--- src/rtl/err_snap_pkg.sv ---
package err_snap_pkg;
  localparam int unsigned NUM_CNT  = 6;
  localparam int unsigned CNT_W    = 16;
  localparam int unsigned AW       = 5;
  localparam int unsigned DW       = 8;
  localparam int unsigned ES_W     = 8;
  localparam int unsigned REQ_W    = NUM_CNT + 1;
  localparam int unsigned BDLY_BIT = NUM_CNT;

  localparam logic [AW-1:0] ADDR_CTRL = 5'h00;
  localparam logic [AW-1:0] ADDR_MASK = 5'h01;
  localparam logic [AW-1:0] ADDR_BDLY = 5'h02;
  localparam logic [AW-1:0] ADDR_CNT0 = 5'h08;

  function automatic logic [AW-1:0] cnt_lo_addr(input int unsigned k);
    return ADDR_CNT0 + AW'(2 * k);
  endfunction

  function automatic logic [AW-1:0] cnt_hi_addr(input int unsigned k);
    return ADDR_CNT0 + AW'(2 * k + 1);
  endfunction
endpackage

--- src/rtl/err_cnt_lane.sv ---
module err_cnt_lane #(
  parameter int unsigned CNT_W = 16
) (
  input  logic             clk_i,
  input  logic             rst_ni,
  input  logic             evt_i,
  input  logic             latch_i,
  output logic [CNT_W-1:0] live_o,
  output logic [CNT_W-1:0] hold_o
);
  localparam logic [CNT_W-1:0] CNT_MAX = {CNT_W{1'b1}};

  logic [CNT_W-1:0] live_q, live_d;
  logic [CNT_W-1:0] hold_q;

  always_comb begin
    live_d = live_q;
    if (latch_i)
      live_d = evt_i ? CNT_W'(1) : '0;  // event on latch edge is kept
    else if (evt_i && live_q != CNT_MAX)
      live_d = live_q + CNT_W'(1);
  end

  always_ff @(posedge clk_i or negedge rst_ni) begin
    if (!rst_ni) begin
      live_q <= '0;
      hold_q <= '0;
    end else begin
      live_q <= live_d;
      if (latch_i) hold_q <= live_q;
    end
  end

  assign live_o = live_q;
  assign hold_o = hold_q;
endmodule

--- src/rtl/err_req_ctrl.sv ---
module err_req_ctrl
  import err_snap_pkg::*;
(
  input  logic             clk_i,
  input  logic             rst_ni,
  input  logic             auto_mode_i,
  input  logic             wr_ctrl_i,
  input  logic [REQ_W-1:0] wdata_i,
  input  logic [REQ_W-1:0] rd_clr_i,
  output logic [REQ_W-1:0] req_o,
  output logic [REQ_W-1:0] latch_o
);
  logic [REQ_W-1:0] req_q, req_d, set_w;

  // only a 0->1 transition of a request bit latches
  assign set_w   = (wr_ctrl_i && !auto_mode_i) ? (wdata_i & ~req_q) : '0;
  assign req_d   = (req_q & ~rd_clr_i) | set_w;
  assign latch_o = set_w;

  always_ff @(posedge clk_i or negedge rst_ni) begin
    if (!rst_ni) req_q <= '0;
    else         req_q <= req_d;
  end

  assign req_o = req_q;
endmodule

--- src/rtl/err_rd_mux.sv ---
module err_rd_mux
  import err_snap_pkg::*;
(
  input  logic [AW-1:0]                   addr_i,
  input  logic [NUM_CNT-1:0][CNT_W-1:0]   hold_i,
  input  logic [DW-1:0]                   bdly_i,
  input  logic [ES_W-1:0]                 mask_i,
  output logic [DW-1:0]                   rdata_o
);
  always_comb begin
    rdata_o = '0;
    case (addr_i)
      ADDR_CTRL: rdata_o = '0;  // write-only
      ADDR_MASK: rdata_o = DW'(mask_i);
      ADDR_BDLY: rdata_o = bdly_i;
      default: begin
        for (int unsigned k = 0; k < NUM_CNT; k++) begin
          if (addr_i == cnt_lo_addr(k)) rdata_o = hold_i[k][0 +: DW];
          if (addr_i == cnt_hi_addr(k)) rdata_o = hold_i[k][DW +: DW];
        end
      end
    endcase
  end
endmodule

--- src/rtl/err_snap_ctrl.sv ---
module err_snap_ctrl
  import err_snap_pkg::*;
(
  input  logic               clk_i,
  input  logic               rst_ni,
  input  logic               auto_mode_i,
  input  logic [NUM_CNT-1:0] evt_i,
  input  logic [DW-1:0]      bufdly_i,
  input  logic [ES_W-1:0]    es_src_i,
  output logic               es_irq_o,
  input  logic [AW-1:0]      addr_i,
  input  logic [DW-1:0]      wdata_i,
  input  logic               we_i,
  input  logic               re_i,
  output logic [DW-1:0]      rdata_o
);
  logic                         wr_ctrl, wr_mask;
  logic [REQ_W-1:0]             rd_clr, req_q, latch;
  logic [NUM_CNT-1:0][CNT_W-1:0] live_cnt, hold_cnt;
  logic [DW-1:0]                bdly_q;
  logic [ES_W-1:0]              mask_q;

  assign wr_ctrl = we_i && (addr_i == ADDR_CTRL);
  assign wr_mask = we_i && (addr_i == ADDR_MASK);

  generate
    for (genvar k = 0; k < NUM_CNT; k++) begin : g_clr
      assign rd_clr[k] = re_i && (addr_i == cnt_hi_addr(k));
    end
  endgenerate
  assign rd_clr[BDLY_BIT] = re_i && (addr_i == ADDR_BDLY);

  err_req_ctrl u_req (
    .clk_i      (clk_i),
    .rst_ni     (rst_ni),
    .auto_mode_i(auto_mode_i),
    .wr_ctrl_i  (wr_ctrl),
    .wdata_i    (wdata_i[REQ_W-1:0]),
    .rd_clr_i   (rd_clr),
    .req_o      (req_q),
    .latch_o    (latch)
  );

  generate
    for (genvar k = 0; k < NUM_CNT; k++) begin : g_lane
      err_cnt_lane #(.CNT_W(CNT_W)) u_lane (
        .clk_i  (clk_i),
        .rst_ni (rst_ni),
        .evt_i  (evt_i[k]),
        .latch_i(latch[k]),
        .live_o (live_cnt[k]),
        .hold_o (hold_cnt[k])
      );
    end
  endgenerate

  always_ff @(posedge clk_i or negedge rst_ni) begin
    if (!rst_ni) begin
      bdly_q <= '0;
      mask_q <= '1;
    end else begin
      if (latch[BDLY_BIT]) bdly_q <= bufdly_i;
      if (wr_mask)         mask_q <= wdata_i[ES_W-1:0];
    end
  end

  assign es_irq_o = |(es_src_i & ~mask_q);

  err_rd_mux u_mux (
    .addr_i (addr_i),
    .hold_i (hold_cnt),
    .bdly_i (bdly_q),
    .mask_i (mask_q),
    .rdata_o(rdata_o)
  );
endmodule

--- config.mk ---
export PLATFORM = sky130hd
export DESIGN_NAME = err_snap_ctrl
export DESIGN_NICKNAME = d
export VERILOG_FILES = /design/src/rtl/err_snap_pkg.sv /design/src/rtl/err_cnt_lane.sv /design/src/rtl/err_req_ctrl.sv /design/src/rtl/err_rd_mux.sv /design/src/rtl/err_snap_ctrl.sv
export SDC_FILE = /design/constraint.sdc
export NUM_CORES = 1
export LEC_CHECK = 0
export BUFFER_PORTS_ARGS = -buffer_cell sky130_fd_sc_hd__buf_2
export CORE_MARGIN = 2
export CORE_UTILIZATION = 54
export CTS_CLUSTER_DIAMETER = 120
export DETAILED_ROUTE_END_ITERATION = 6
export PLACE_DENSITY = 0.71
export SLEW_MARGIN = 15
export SYNTH_ARGS = -nofsm -noshare
export SYNTH_HDL_FRONTEND = slang
export SYNTH_SLANG_ARGS = --single-unit
export TNS_END_PERCENT = 10
--- constraint.sdc ---
create_clock -name clk_i -period 3.3 [get_ports clk_i]
set_input_delay 0.33 -clock clk_i [delete_from_list [all_inputs] [get_ports clk_i]]
set_output_delay 0.33 -clock clk_i [all_outputs]
set_load 0.01 [all_outputs]
==> flow_metrics.tcl <==
set metrics [dict create \
    hold_start "bufdly_i[5]" \
    hold_slack_ns 0.0570 \
    path_buf_inv 2 \
    clkLatencyLatePin_ns 0.50 \
    ant_nets 0 \
    setup_violations 0 \
    post_cts_resized 0 \
    core.rowCount 52 \
    antenna_cells 0 \
    dp_hpwl_um 19100 \
    finalMaxSlewViolations 0 \
    clkSlewWorstSetupHoldPaths_ns 0.06 \
    hold_depth 2 \
    maxCapViolations 0 \
    async_flop_share 1.00 \
    drive_above_1_share 0.134 \
    sequentialPowerShare 0.490 \
    gp_congestion 0.983 \
    clock_skew_ns 0.00770 \
    relSlewSlack 0.411 \
    die_area_mm2 0.0215 \
    critPathRequiredTime_ns 2.97 \
    crit_path_cell_trace "buf_2, or3b_1, a2111oi_0, a2111oi_0, a22o_1, buf_2" \
    start_util 0.547 \
    drt-initial-drc-count 758 \
    tns_ns 0 \
    io_pins 49 \
    critPathCaptureType "primary output" \
    multi_input_area_mm2 0.00530 \
    final_core_util 0.611 \
    die_x_um 147 \
    worstReg2RegEnd "g_lane[5].u_lane.live_o[0]" \
    worst_path_max_delay_cell "a2111oi_0" \
    min_period_ns 2.77 \
    crit_fanout 15 \
    die_h_um 147 \
    fin_crit_sh 0.840 \
    synth_top_area_frac 0.471 \
    synth_common_cells "nand2_1 (329), dfrtp_1 (207), nor2_1 (90), xnor2_1 (50), o21ai_0 (39)" \
    power.density_mw_per_mm2 553 \
    status "finished, final reports clean" \
    drt_first_pass_iters 5 \
    holdCritPathClass "in2reg" \
    worstRegToRegCells 5 \
    synth_edf_count 0 \
    cp_top_family "compound AO/OA/AOI/OAI gates" \
    reg2reg_slack_ns 1.33 \
    grt_first_pass_wirelength_um 45300 \
    peakVddDrop_uv 500 \
    avgRoutedWirePerCell_um 17.8 \
    synth_cell_types 72 \
    clkPwrFrac 0.390 \
    core_mm2 0.0201 \
    grt_pass1_vias 8582 \
    syn_inst 1208 \
    gr-total-overflow 0 \
    drc 0 \
    area_growth_pct 11.7 \
    tightest_slew_ns 0.876 \
    synth-main-ff-cell "dfrtp_1" \
    power_frac_comb 0.120 \
    syn_area_per_cell_um2 9.10 \
    h-tree-depth 1 \
    cts_tree "yes" \
    cts_made_buffers 23 \
    synthTopCellsByArea "dfrtp_1 (47%), nand2_1 (11%), xnor2_1 (4.0%), nor2_1 (3.1%), mux2_2 (2.5%)" \
    p_switching_uw 1860 \
    synth_area_leader_cell "dfrtp_1" \
    p_int_uw 4940 \
    ys_warn_count 0 \
    dp_slack_ns 0.579 \
    synth_seq_cells 215 \
    vias_per_cell 5.80 \
    vias 8861 \
    cts.sinks 215 \
    swShare 0.273 \
    timing.fmax_mhz 361 \
    wl_um 27200 \
    synth_most_common_cell "nand2_1" \
    r2r-start "g_lane[5].u_lane.live_o[7]" \
    syn-num-nets 1254 \
    clockBufferDepth 3 \
    critPathMaxStageDelay_ns 0.72 \
    register_area_mm2 0.00539 \
    antenna_found_initial 1 \
    syn_area_mm2 0.0110 \
    nNetsFinal 1289 \
    setup_slack_ns 0.527 \
    p_leak_uw 0.00572 \
    cts_root_buf "clkbuf_16" \
    rsz0062_at_grt "no" \
    worstHoldEndpoint "bdly_q[5]" \
    final-hold-violation-count 0 \
    ys_seq_area_frac 0.490 \
    portBuffers 48 \
    start_kind "input pin" \
    cp.arrival_ns 2.44 \
    nFillCells 1718 \
    grt_max_degree 106 \
    grt.total_usage 0.260 \
    crit_type "in2out" \
]
## how the worst max path moves through the flow
stage,start,endpoint,depth (start not counted)
after floorplan,addr_i[0],rdata_o[6],8
after global placement,addr_i[2],rdata_o[2],6
after detailed placement,addr_i[4],rdata_o[2],6
after CTS,addr_i[2],rdata_o[2],6
after global routing,addr_i[0],rdata_o[2],6
final,addr_i[2],rdata_o[2],6
## power by group through the flow
stage	Combinational, uW	Sequential, uW	Clock [uW]
2_1_floorplan	593	3230	0
3_3_place_gp	785	3360	0
3_5_place_dp	810	3370	0
4_1_cts	818	3320	2690
5_1_grt	924	3370	2810
6_report	812	3330	2650
## state kept, by name, summed over array words and instances, names as in the netlist
| signal | flops |
|---|---|
| g_lane.u_lane.hold_o | 96 |
| g_lane.u_lane.live_o | 96 |
| bdly_q | 8 |
| mask_q | 8 |
| u_req.req_o | 7 |
## per-stage QoR
| stage | power [uW] | instances | area, um2 |
|---|---|---|---|
| detailed placement | 4180 | 1487 | 11500 |
| floorplan | 3830 | 1208 | 11000 |
| finish | 6790 | 1528 | 12300 |
| CTS | 6840 | 1528 | 12300 |
| global placement | 4150 | 1487 | 11500 |
| global route | 7110 | 1528 | 12300 |
## placed cells by master (no fill, tap or decap), drive strengths merged, types with 17 or more instances in the layout
| cell type | synthesis | final |
|---|---|---|
| nand3 | 37 | 37 |
| nor3 | 37 | 37 |
| nand2 | 329 | 329 |
| nor2b | 19 | 19 |
| nor2 | 90 | 90 |
| clkbuf | 27 | 35 |
| xnor2 | 50 | 50 |
| dfrtp | 207 | 207 |
| a21oi | 32 | 32 |
| nand4 | 28 | 28 |
| mux2 | 24 | 24 |
| buf | 29 | 65 |
| inv | 20 | 20 |
| a211oi | 17 | 17 |
| o21ai | 40 | 40 |
## metal layers
layer / wire [um] / up-vias / GRT usage
met5: 13 / - / 0
met4: 747 / 2 / 0.0680
met3: 1140 / 56 / 0.0338
met2: 13200 / 224 / 0.424
met1: 12100 / 4301 / 0.370
li1: - / 4278 / -
## kinds of logic (layout without fill, tap and decap cells)
| group | after synthesis | count (layout) | synth area share |
|---|---|---|---|
| and+or+nand+nor | 629 | 629 | 0.273 |
| DFF | 215 | 215 | 0.490 |
| AOI/OAI and AO/OA | 186 | 186 | 0.117 |
| buffers and inverters | 76 | 126 | 0.0295 |
| xor gates and xnor gates | 65 | 65 | 0.0518 |
| muxes | 31 | 31 | 0.0310 |
| adders and majority gates | 6 | 6 | 0.00683 |
## timing repair
item / in CTS / in global routing
hold endpoints to repair: 58 / 0
setup buffers: 0 / 0
hold buffers: 1 / 0
## final cells by class
| cell class | instances | area share |
|---|---|---|
| Clock inverter | 5 | 0.00815 |
| Multi-Input combinational cell | 917 | 0.432 |
| Sequential cell | 215 | 0.439 |
| Tap cell | 270 | 0.0275 |
| Clock buffer | 35 | 0.0546 |
| Inverter | 20 | 0.00612 |
| Timing Repair Buffer | 66 | 0.0326 |
## worst register-to-register path: stages, from the launching register on
cell and delay (ns):
dfrtp_1 0.43, nand3_1 0.22, nor4_1 0.82, a21oi_1 0.17
a21oi_1 0.16, nand2_1 0.06
Note: power is estimated with default switching activity, not from simulation.
